$ cat config.mk
export PLATFORM = sky130hd
export DESIGN_NAME = msync_rx
export DESIGN_NICKNAME = d
export VERILOG_FILES = /design/src/rtl/msync_pkg.sv /design/src/rtl/msync_sync2.sv /design/src/rtl/msync_edge.sv /design/src/rtl/msync_gap_chk.sv /design/src/rtl/msync_state_cnt.sv /design/src/rtl/msync_rx.sv
export SDC_FILE = /design/constraint.sdc
export NUM_CORES = 1
export LEC_CHECK = 0
export BUFFER_PORTS_ARGS = -buffer_cell sky130_fd_sc_hd__buf_2
export CORE_ASPECT_RATIO = 0.5
export CORE_MARGIN = 5
export CORE_UTILIZATION = 45
export CTS_BUF_LIST = sky130_fd_sc_hd__clkbuf_2 sky130_fd_sc_hd__clkbuf_4 sky130_fd_sc_hd__clkbuf_8
export CTS_CLUSTER_SIZE = 30
export DETAILED_ROUTE_END_ITERATION = 10
export HOLD_SLACK_MARGIN = 0.08
export PLACE_DENSITY = 0.61
export SYNTH_ARGS = -nofsm -noshare
export SYNTH_HDL_FRONTEND = slang
export SYNTH_HIERARCHICAL = 1
export SYNTH_SLANG_ARGS = --single-unit
$ cat constraint.sdc
create_clock -name clk_i -period 2.65 [get_ports clk_i]
set_clock_uncertainty 0.1 [all_clocks]
set_input_delay 0.1325 -clock clk_i [delete_from_list [all_inputs] [get_ports clk_i]]
set_output_delay 0.1325 -clock clk_i [all_outputs]
set_load 0.02 [all_outputs]
$ cat src/rtl/msync_pkg.sv
package msync_pkg;
    localparam int unsigned STATE_W_DEF = 6;
    localparam int unsigned GAP_W_DEF   = 12;
    localparam int unsigned STAGES_DEF  = 2;

    // How many edges have been seen since history was last cleared
    typedef enum logic [1:0] {
        SEEN_NONE = 2'd0,
        SEEN_ONE  = 2'd1,
        SEEN_TWO  = 2'd2
    } seen_e;
endpackage

$ cat src/rtl/msync_sync2.sv
module msync_sync2 #(
    parameter int unsigned STAGES = msync_pkg::STAGES_DEF
) (
    input  logic clk_i,
    input  logic rst_ni,
    input  logic async_i,
    output logic sync_o
);
    typedef struct packed {
        logic [STAGES-1:0] chain;
    } sync_regs_t;

    sync_regs_t r_d, r_q;

    always_comb begin
        r_d = r_q;
        r_d.chain[0] = async_i;
        for (int i = 1; i < int'(STAGES); i++) begin
            r_d.chain[i] = r_q.chain[i-1];
        end
    end

    always_ff @(posedge clk_i) begin
        if (!rst_ni) r_q <= '0;
        else         r_q <= r_d;
    end

    assign sync_o = r_q.chain[STAGES-1];
endmodule

$ cat src/rtl/msync_edge.sv
module msync_edge (
    input  logic clk_i,
    input  logic rst_ni,
    input  logic sync_i,
    input  logic enable_i,
    output logic rise_o,
    output logic pulse_o
);
    typedef struct packed {
        logic prev;
        logic pulse;
    } edge_regs_t;

    edge_regs_t r_d, r_q;
    logic       rise;

    always_comb begin
        rise        = sync_i & ~r_q.prev & enable_i;
        r_d         = r_q;
        r_d.prev    = sync_i;
        r_d.pulse   = rise;
    end

    always_ff @(posedge clk_i) begin
        if (!rst_ni) r_q <= '0;
        else         r_q <= r_d;
    end

    assign rise_o  = rise;
    assign pulse_o = r_q.pulse;

    AST_PULSE_SINGLE: assert property (@(posedge clk_i) disable iff (!rst_ni)
        r_q.pulse |=> !r_q.pulse);
    AST_NO_PULSE_DISABLED: assert property (@(posedge clk_i) disable iff (!rst_ni)
        !enable_i |=> !r_q.pulse);
endmodule

$ cat src/rtl/msync_gap_chk.sv
module msync_gap_chk #(
    parameter int unsigned GAP_W = msync_pkg::GAP_W_DEF
) (
    input  logic clk_i,
    input  logic rst_ni,
    input  logic rise_i,
    input  logic enable_i,
    input  logic val_disable_i,
    output logic err_o
);
    import msync_pkg::*;

    localparam logic [GAP_W-1:0] GAP_MAX = {GAP_W{1'b1}};

    typedef struct packed {
        logic [GAP_W-1:0] gap;
        logic [GAP_W-1:0] last;
        seen_e            seen;
        logic             err;
    } gap_regs_t;

    gap_regs_t r_d, r_q;

    always_comb begin
        r_d     = r_q;
        r_d.gap = (r_q.gap == GAP_MAX) ? r_q.gap : r_q.gap + 1'b1;
        if (val_disable_i) begin
            r_d.seen = SEEN_NONE;
            r_d.err  = 1'b0;
        end else if (!enable_i) begin
            r_d.seen = SEEN_NONE;
        end else if (rise_i) begin
            r_d.gap  = '0;
            r_d.last = r_q.gap;
            if (r_q.seen == SEEN_TWO && r_q.gap != r_q.last) begin
                r_d.err = 1'b1;
            end
            case (r_q.seen)
                SEEN_NONE: r_d.seen = SEEN_ONE;
                default:   r_d.seen = SEEN_TWO;
            endcase
        end
    end

    always_ff @(posedge clk_i) begin
        if (!rst_ni) r_q <= '{gap: '0, last: '0, seen: SEEN_NONE, err: 1'b0};
        else         r_q <= r_d;
    end

    assign err_o = r_q.err;

    AST_ERR_STICKY: assert property (@(posedge clk_i) disable iff (!rst_ni)
        (r_q.err && !val_disable_i) |=> r_q.err);
    AST_ERR_OFF_WHEN_DISABLED: assert property (@(posedge clk_i) disable iff (!rst_ni)
        val_disable_i |=> !r_q.err);
    AST_ERR_NEEDS_EDGE: assert property (@(posedge clk_i) disable iff (!rst_ni)
        (!r_q.err && !rise_i) |=> !r_q.err);
endmodule

$ cat src/rtl/msync_state_cnt.sv
module msync_state_cnt #(
    parameter int unsigned STATE_W = msync_pkg::STATE_W_DEF
) (
    input  logic               clk_i,
    input  logic               rst_ni,
    input  logic               load_i,
    input  logic [STATE_W-1:0] preset_i,
    output logic [STATE_W-1:0] state_o
);
    typedef struct packed {
        logic [STATE_W-1:0] cnt;
    } cnt_regs_t;

    cnt_regs_t r_d, r_q;

    always_comb begin
        r_d = r_q;
        if (load_i) r_d.cnt = preset_i;
        else        r_d.cnt = r_q.cnt + 1'b1;
    end

    always_ff @(posedge clk_i) begin
        if (!rst_ni) r_q <= '0;
        else         r_q <= r_d;
    end

    assign state_o = r_q.cnt;

    AST_CNT_STEP: assert property (@(posedge clk_i) disable iff (!rst_ni)
        !load_i |=> r_q.cnt == STATE_W'($past(r_q.cnt) + 1'b1));
    AST_CNT_LOAD: assert property (@(posedge clk_i) disable iff (!rst_ni)
        load_i |=> r_q.cnt == $past(preset_i));
endmodule

$ cat src/rtl/msync_rx.sv
module msync_rx #(
    parameter int unsigned STATE_W = msync_pkg::STATE_W_DEF,
    parameter int unsigned GAP_W   = msync_pkg::GAP_W_DEF,
    parameter int unsigned STAGES  = msync_pkg::STAGES_DEF
) (
    input  logic               clk_i,
    input  logic               rst_ni,
    input  logic               sync_raw_i,
    input  logic [STATE_W-1:0] preset_i,
    input  logic               rx_enable_i,
    input  logic               val_disable_i,
    output logic [STATE_W-1:0] state_o,
    output logic               sync_pulse_o,
    output logic               samp_err_o
);
    logic sync_s;
    logic rise;
    logic pulse;

    msync_sync2 #(.STAGES(STAGES)) u_sync (
        .clk_i   (clk_i),
        .rst_ni  (rst_ni),
        .async_i (sync_raw_i),
        .sync_o  (sync_s)
    );

    msync_edge u_edge (
        .clk_i    (clk_i),
        .rst_ni   (rst_ni),
        .sync_i   (sync_s),
        .enable_i (rx_enable_i),
        .rise_o   (rise),
        .pulse_o  (pulse)
    );

    msync_gap_chk #(.GAP_W(GAP_W)) u_gap (
        .clk_i         (clk_i),
        .rst_ni        (rst_ni),
        .rise_i        (rise),
        .enable_i      (rx_enable_i),
        .val_disable_i (val_disable_i),
        .err_o         (samp_err_o)
    );

    msync_state_cnt #(.STATE_W(STATE_W)) u_cnt (
        .clk_i    (clk_i),
        .rst_ni   (rst_ni),
        .load_i   (pulse),
        .preset_i (preset_i),
        .state_o  (state_o)
    );

    assign sync_pulse_o = pulse;

    AST_RESET_QUIET: assert property (@(posedge clk_i)
        !rst_ni |=> (!rst_ni || (state_o == '0 && !sync_pulse_o && !samp_err_o)));
endmodule

### Yosys cells after proc, flatten, opt, wreduce, memory -nomap -nowiden

Index checks and enable logic that the tools add are counted.

| operators by class | value |
|---|---|
| add/sub/neg operators | 2 |
| equality and inequality tests | 3 |
| multiplexer cells | 7 |
| bitwise logic cells | 6 |
| reduce and logical (&&, ||, !) cells | 6 |

Operators with widths:

| cell | number |
|---|---|
| $mux W24 | 2 |
| $mux W27 | 1 |
| $add A12 B1 Y12 const B | 1 |
| $eq A12 B12 Y1 const B | 1 |
| $mux W12 | 1 |
| $ne A12 B12 Y1 | 1 |
| $add A6 B1 Y6 const B | 1 |
| $mux W6 | 1 |
| $reduce_and A3 Y1 | 2 |
| $not A1 Y1 | 4 |
| $reduce_or A3 Y1 | 1 |
| $and A1 B1 Y1 | 2 |
| $eq A2 B2 Y1 const B | 1 |
| $logic_not A2 Y1 | 1 |
| $mux W2 | 1 |
| $reduce_or A2 Y1 | 1 |
| $logic_and A1 B1 Y1 | 1 |
| $mux W1 | 1 |

| word-level totals | value |
|---|---|
| register bits | 37 |
| input bits | 11 |
| logic and storage cells | 32 |

### Depth between registers and ports, before layout

| depth | value |
|---|---|
| depth in word-level cells | 6 |
| gate-level depth with buffers | 6 |

### By module

The synthesis kept the hierarchy.

Modules (own cells, without submodules):

| module | instances | cells an instance | area an instance (um^2) | sequential area each (um^2) |
|---|---|---|---|---|
| msync_gap_chk | 1 | 153 | 1323.8 | 540.5 |
| msync_state_cnt | 1 | 30 | 270.3 | 120.1 |
| msync_edge | 1 | 5 | 66.3 | 40.0 |
| msync_sync2 | 1 | 4 | 52.6 | 40.0 |

### Least setup slack after synthesis

OpenSTA, ideal clock, no wires.

| path | value |
|---|---|
| path type | reg2reg |
| start point | register u_edge/r_q[1] (netlist bit) |
| end point | register u_gap/r_q[19] (netlist bit) |
| data arrival time | 1.206 ns |
| required time | 2.476 ns |
| path slack | 1.270 ns |
| stages on the path, launching flop included | 6 |
| period minus slack after synthesis | 1.380 ns |
| path through | dfxtp_1 -> and3b_2 -> nand3b_1 -> clkbuf_1 -> o211ai_1 -> a31oi_1 |

| between the ends | value |
|---|---|
| longest elaborated chain between the ends | 6 |

Ends and longest elaborated chain:

| item | line | RTL |
|---|---|---|
| start, declared | msync_edge.sv:14 | `edge_regs_t r_d, r_q;` |
| start signal, assigned | msync_edge.sv:26 | `else r_q <= r_d;` |
| $not A1 Y1 | msync_edge.sv:18 | `rise = sync_i & ~r_q.prev & enable_i;` |
| $and A1 B1 Y1 (2 in a row) | msync_edge.sv:18 |  |
| net rise | msync_rx.sv:17 | `logic rise;` |
| $mux W27 | msync_gap_chk.sv:32 | `end else if (rise_i) begin` |
| $mux W24 | msync_gap_chk.sv:30 | `end else if (!enable_i) begin` |
| $mux W24 | msync_gap_chk.sv:27 | `if (val_disable_i) begin` |
| end signal, assigned | msync_gap_chk.sv:46 | `if (!rst_ni) r_q <= '{gap: '0, last: '0, seen: SEEN_NONE, err: 1'b0};` |
| end signal, assigned | msync_gap_chk.sv:47 | `else r_q <= r_d;` |
| end, declared | msync_gap_chk.sv:22 | `gap_regs_t r_d, r_q;` |

The timed path passes the listed nets, and every way through them passes these cells.
A chain may end at the register's enable or synchronous reset.

### Worst setup path after layout

| path | value |
|---|---|
| start point | input port rx_enable_i |
| end point | register u_gap/r_q[20] (netlist bit) |

| between the ends | value |
|---|---|
| longest elaborated chain between the ends | 4 |

Ends and longest elaborated chain:

| item | line | RTL |
|---|---|---|
| start, declared | msync_rx.sv:10 | `input logic rx_enable_i,` |
| $and A1 B1 Y1 | msync_edge.sv:18 |  |
| net rise | msync_rx.sv:17 |  |
| $mux W27 | msync_gap_chk.sv:32 |  |
| $mux W24 | msync_gap_chk.sv:30 |  |
| $mux W24 | msync_gap_chk.sv:27 |  |

The timed path passes the listed nets, and every way through them passes these cells.

==> impl_metrics.yaml <==
run_status:
  status: "completed"
clock_network:
  numClockSinks: 37
  clkLatencyLatePin_ns: 0.29
  cts_buffer_depth: 2
  root_buffer: "clkbuf_8"
  cts_setup_buffers: 0
  cts_tree: "yes"
  cts_made_buffers: 5
  path_clk_slew_ns: 0.07
  postCtsHoldBufs: 10
  ctsResizeCount: 0
  htreeDepth: 2
place:
  dp_hpwl_um: 2290
  dp_slack_ns: 0.938
  portBuffers: 18
  post-place-cells: 252
  gp_congestion: 0.817
  placed_cell_area_sq_um: 1820
layout:
  fin_cells: 270
  fillers: 310
  mostFrequentLayoutCells: "37 x dfxtp_1, 32 x nand2_1, 18 x buf_2"
  mostFrequentLayoutCell: "dfxtp_1"
  ff_latch_area_sq_um: 741
  drive_above_1_share_pct: 15.1
  multi_input_area_sq_um: 898
  diodes: 0
  utilization_pct: 56.9
  fin_area_sq_um: 2020
  syn2layout_area_growth_pct: 17.7
  layout.nets: 231
drt:
  routed_wl_um: 3400
  vias: 1374
  drc: 0
  via_per_inst: 5.09
  first_pass_iters: 4
  ant_nets: 0
  drt_iter0_drc: 57
  wire_per_inst_um: 12.6
worst_setup_path:
  path_class: "in2reg"
  critPathRequiredTime_ns: 2.77
  worst_ep_arrival_time_ns: 2.09
  crit_fanout: 15
  crit_path_start_kind: "input pin"
  cp-end-kind: "register"
sta:
  layout_setup_ws_ns: 0.683
  fmax_mhz: 508
  layout_min_cycle_time_ns: 1.97
  holdWs_ns: 0.184
  max_slew_margin_pct: 75.2
  slew_viol_final: 0
  tightest_slew_ns: 0.370
  finalSetupViolCount: 0
  rsz0062_at_grt: "false"
  timing.final.crit_share_pct: 74.2
  final_hold_viol_count: 0
  fin_tns_setup_ns: 0
synth:
  synthMuxAreaShare_pct: 1.17
  synthesis.area_sq_um: 1710
  synth-seq-area-share_pct: 43.2
  synthCells: 192
  ys.flop_type: "dfxtp_1"
  synth-async-reset-ratio_pct: 0
  synth_top_family_by_area: "simple AND/OR/NAND/NOR gates"
  synth-xor-area-share_pct: 10.2
  synth.avg_cell_area_sq_um: 8.92
  synth_simple_gate_area_share_pct: 25.3
  synth_seq_cells: 37
  yosysUniqueCellTypes: 41
  synth_edf_count: 0
  synth_nets: 205
  ys_warn_count: 6
  yosys.area_share.adder_pct: 1.46
  synth-compound-area-share_pct: 14.3
hold_path:
  hp-class: "in2reg"
die:
  start_util_pct: 48.3
  core_sq_um: 3550
  die_width_um: 97.3
  dieArea_sq_um: 5220
  rows: 15
  ioPinCount: 19
  die_h_um: 53.6
power:
  ir_drop_v: 0.000207
  powerDensity_nw_per_um2: 540
  p_total_mw: 1.09
  p_leak_nw: 0.752
global_route:
  antenna_found_initial: 0
  grt_max_degree: 27
  grt_usage_pct: 14.5
  grt_pass1_wl_um: 5940
  grt_pass1_vias: 1278
  overflow: 0
job:
  maxCapViolCount: 0
==> cell usage after synthesis (all sizes together) (2+ instances only) <==
cell / count / area, sq um
nor3: 4 / 20.0
ha: 2 / 25.0
and3: 3 / 18.8
a21oi: 9 / 45.0
o21ai: 8 / 40.0
a31oi: 3 / 18.8
xor2: 7 / 61.3
clkbuf: 5 / 20.0
xnor2: 13 / 114
nor2: 7 / 26.3
nand2: 32 / 120
nor2b: 3 / 18.8
nand3: 7 / 40.0
a21boi: 12 / 90.1
inv: 2 / 7.51
nor3b: 3 / 22.5
nor4: 3 / 25.0
buf: 6 / 46.3
mux2i: 2 / 20.0
dfxtp: 37 / 741
nand4: 6 / 52.6
and2: 6 / 40.0
==> area by class of cell <==
type | count | area share, %
Tap cell | 51 | 3.16
Clock inverter | 1 | 0.248
Sequential cell | 37 | 36.7
Inverter | 2 | 0.372
Clock buffer | 7 | 4.78
Timing Repair Buffer | 30 | 10.2
Multi-Input combinational cell | 142 | 44.5
==> logic make-up (layout without fill, tap and decap cells) <==
logic type / Yosys count / after routing
multiplexers: 2 / 2
flip-flops: 37 / 37
adder cells (fa/ha/maj): 2 / 2
XOR/XNOR: 20 / 20
AO/OA/AOI/OAI: 38 / 38
AND/OR/NAND/NOR: 80 / 80
buffers and inverters: 13 / 40
==> where the power goes <==
group | switching (mW) | internal [mW] | leakage, nW
sequential | 0.0153 | 0.568 | 0.300
clock | 0.193 | 0.235 | 0.0542
combinational | 0.0386 | 0.0406 | 0.398
==> final timing paths <==
check / startpoint / endpoint / slack, ns / depth (start not counted)
setup / recovery: rx_enable_i / u_gap/r_q[20] / 0.68 / 8
hold / removal: rst_ni / u_gap/r_q[6] / 0.18 / 2
hold reg to reg: u_sync/r_q[0] / u_sync/r_q[1] / 0.35 / 1
setup reg to reg: u_edge/r_q[1] / u_gap/r_q[20] / 0.90 / 6
==> worst max-delay path: stages <==
cell           delay (ns)
dlygate4sd3_1        0.54
buf_2                0.15
and3b_2              0.24
nand3b_1             0.09
buf_4                0.21
nand2_1              0.26
nor4_1               0.32
o21bai_1             0.13
==> flip-flops by register name, indices dropped and copies added, names as in the netlist <==
signal	count
u_edge/pulse_o	1
u_cnt/state_o	6
u_sync/r_q	2
u_gap/err_o	1
u_edge/r_q	1
u_gap/r_q	26
==> per-layer routing <==
metal  share of wire, %  vias to the layer above  global-route usage, %
met5                  0                        -                      0
met4                1.1                        0                   6.21
met3                6.5                        5                   5.43
met2                 41                       33                   22.3
met1                 51                      621                   18.8
li1                   -                      715                      -
Power figures use the tool's default switching activity.
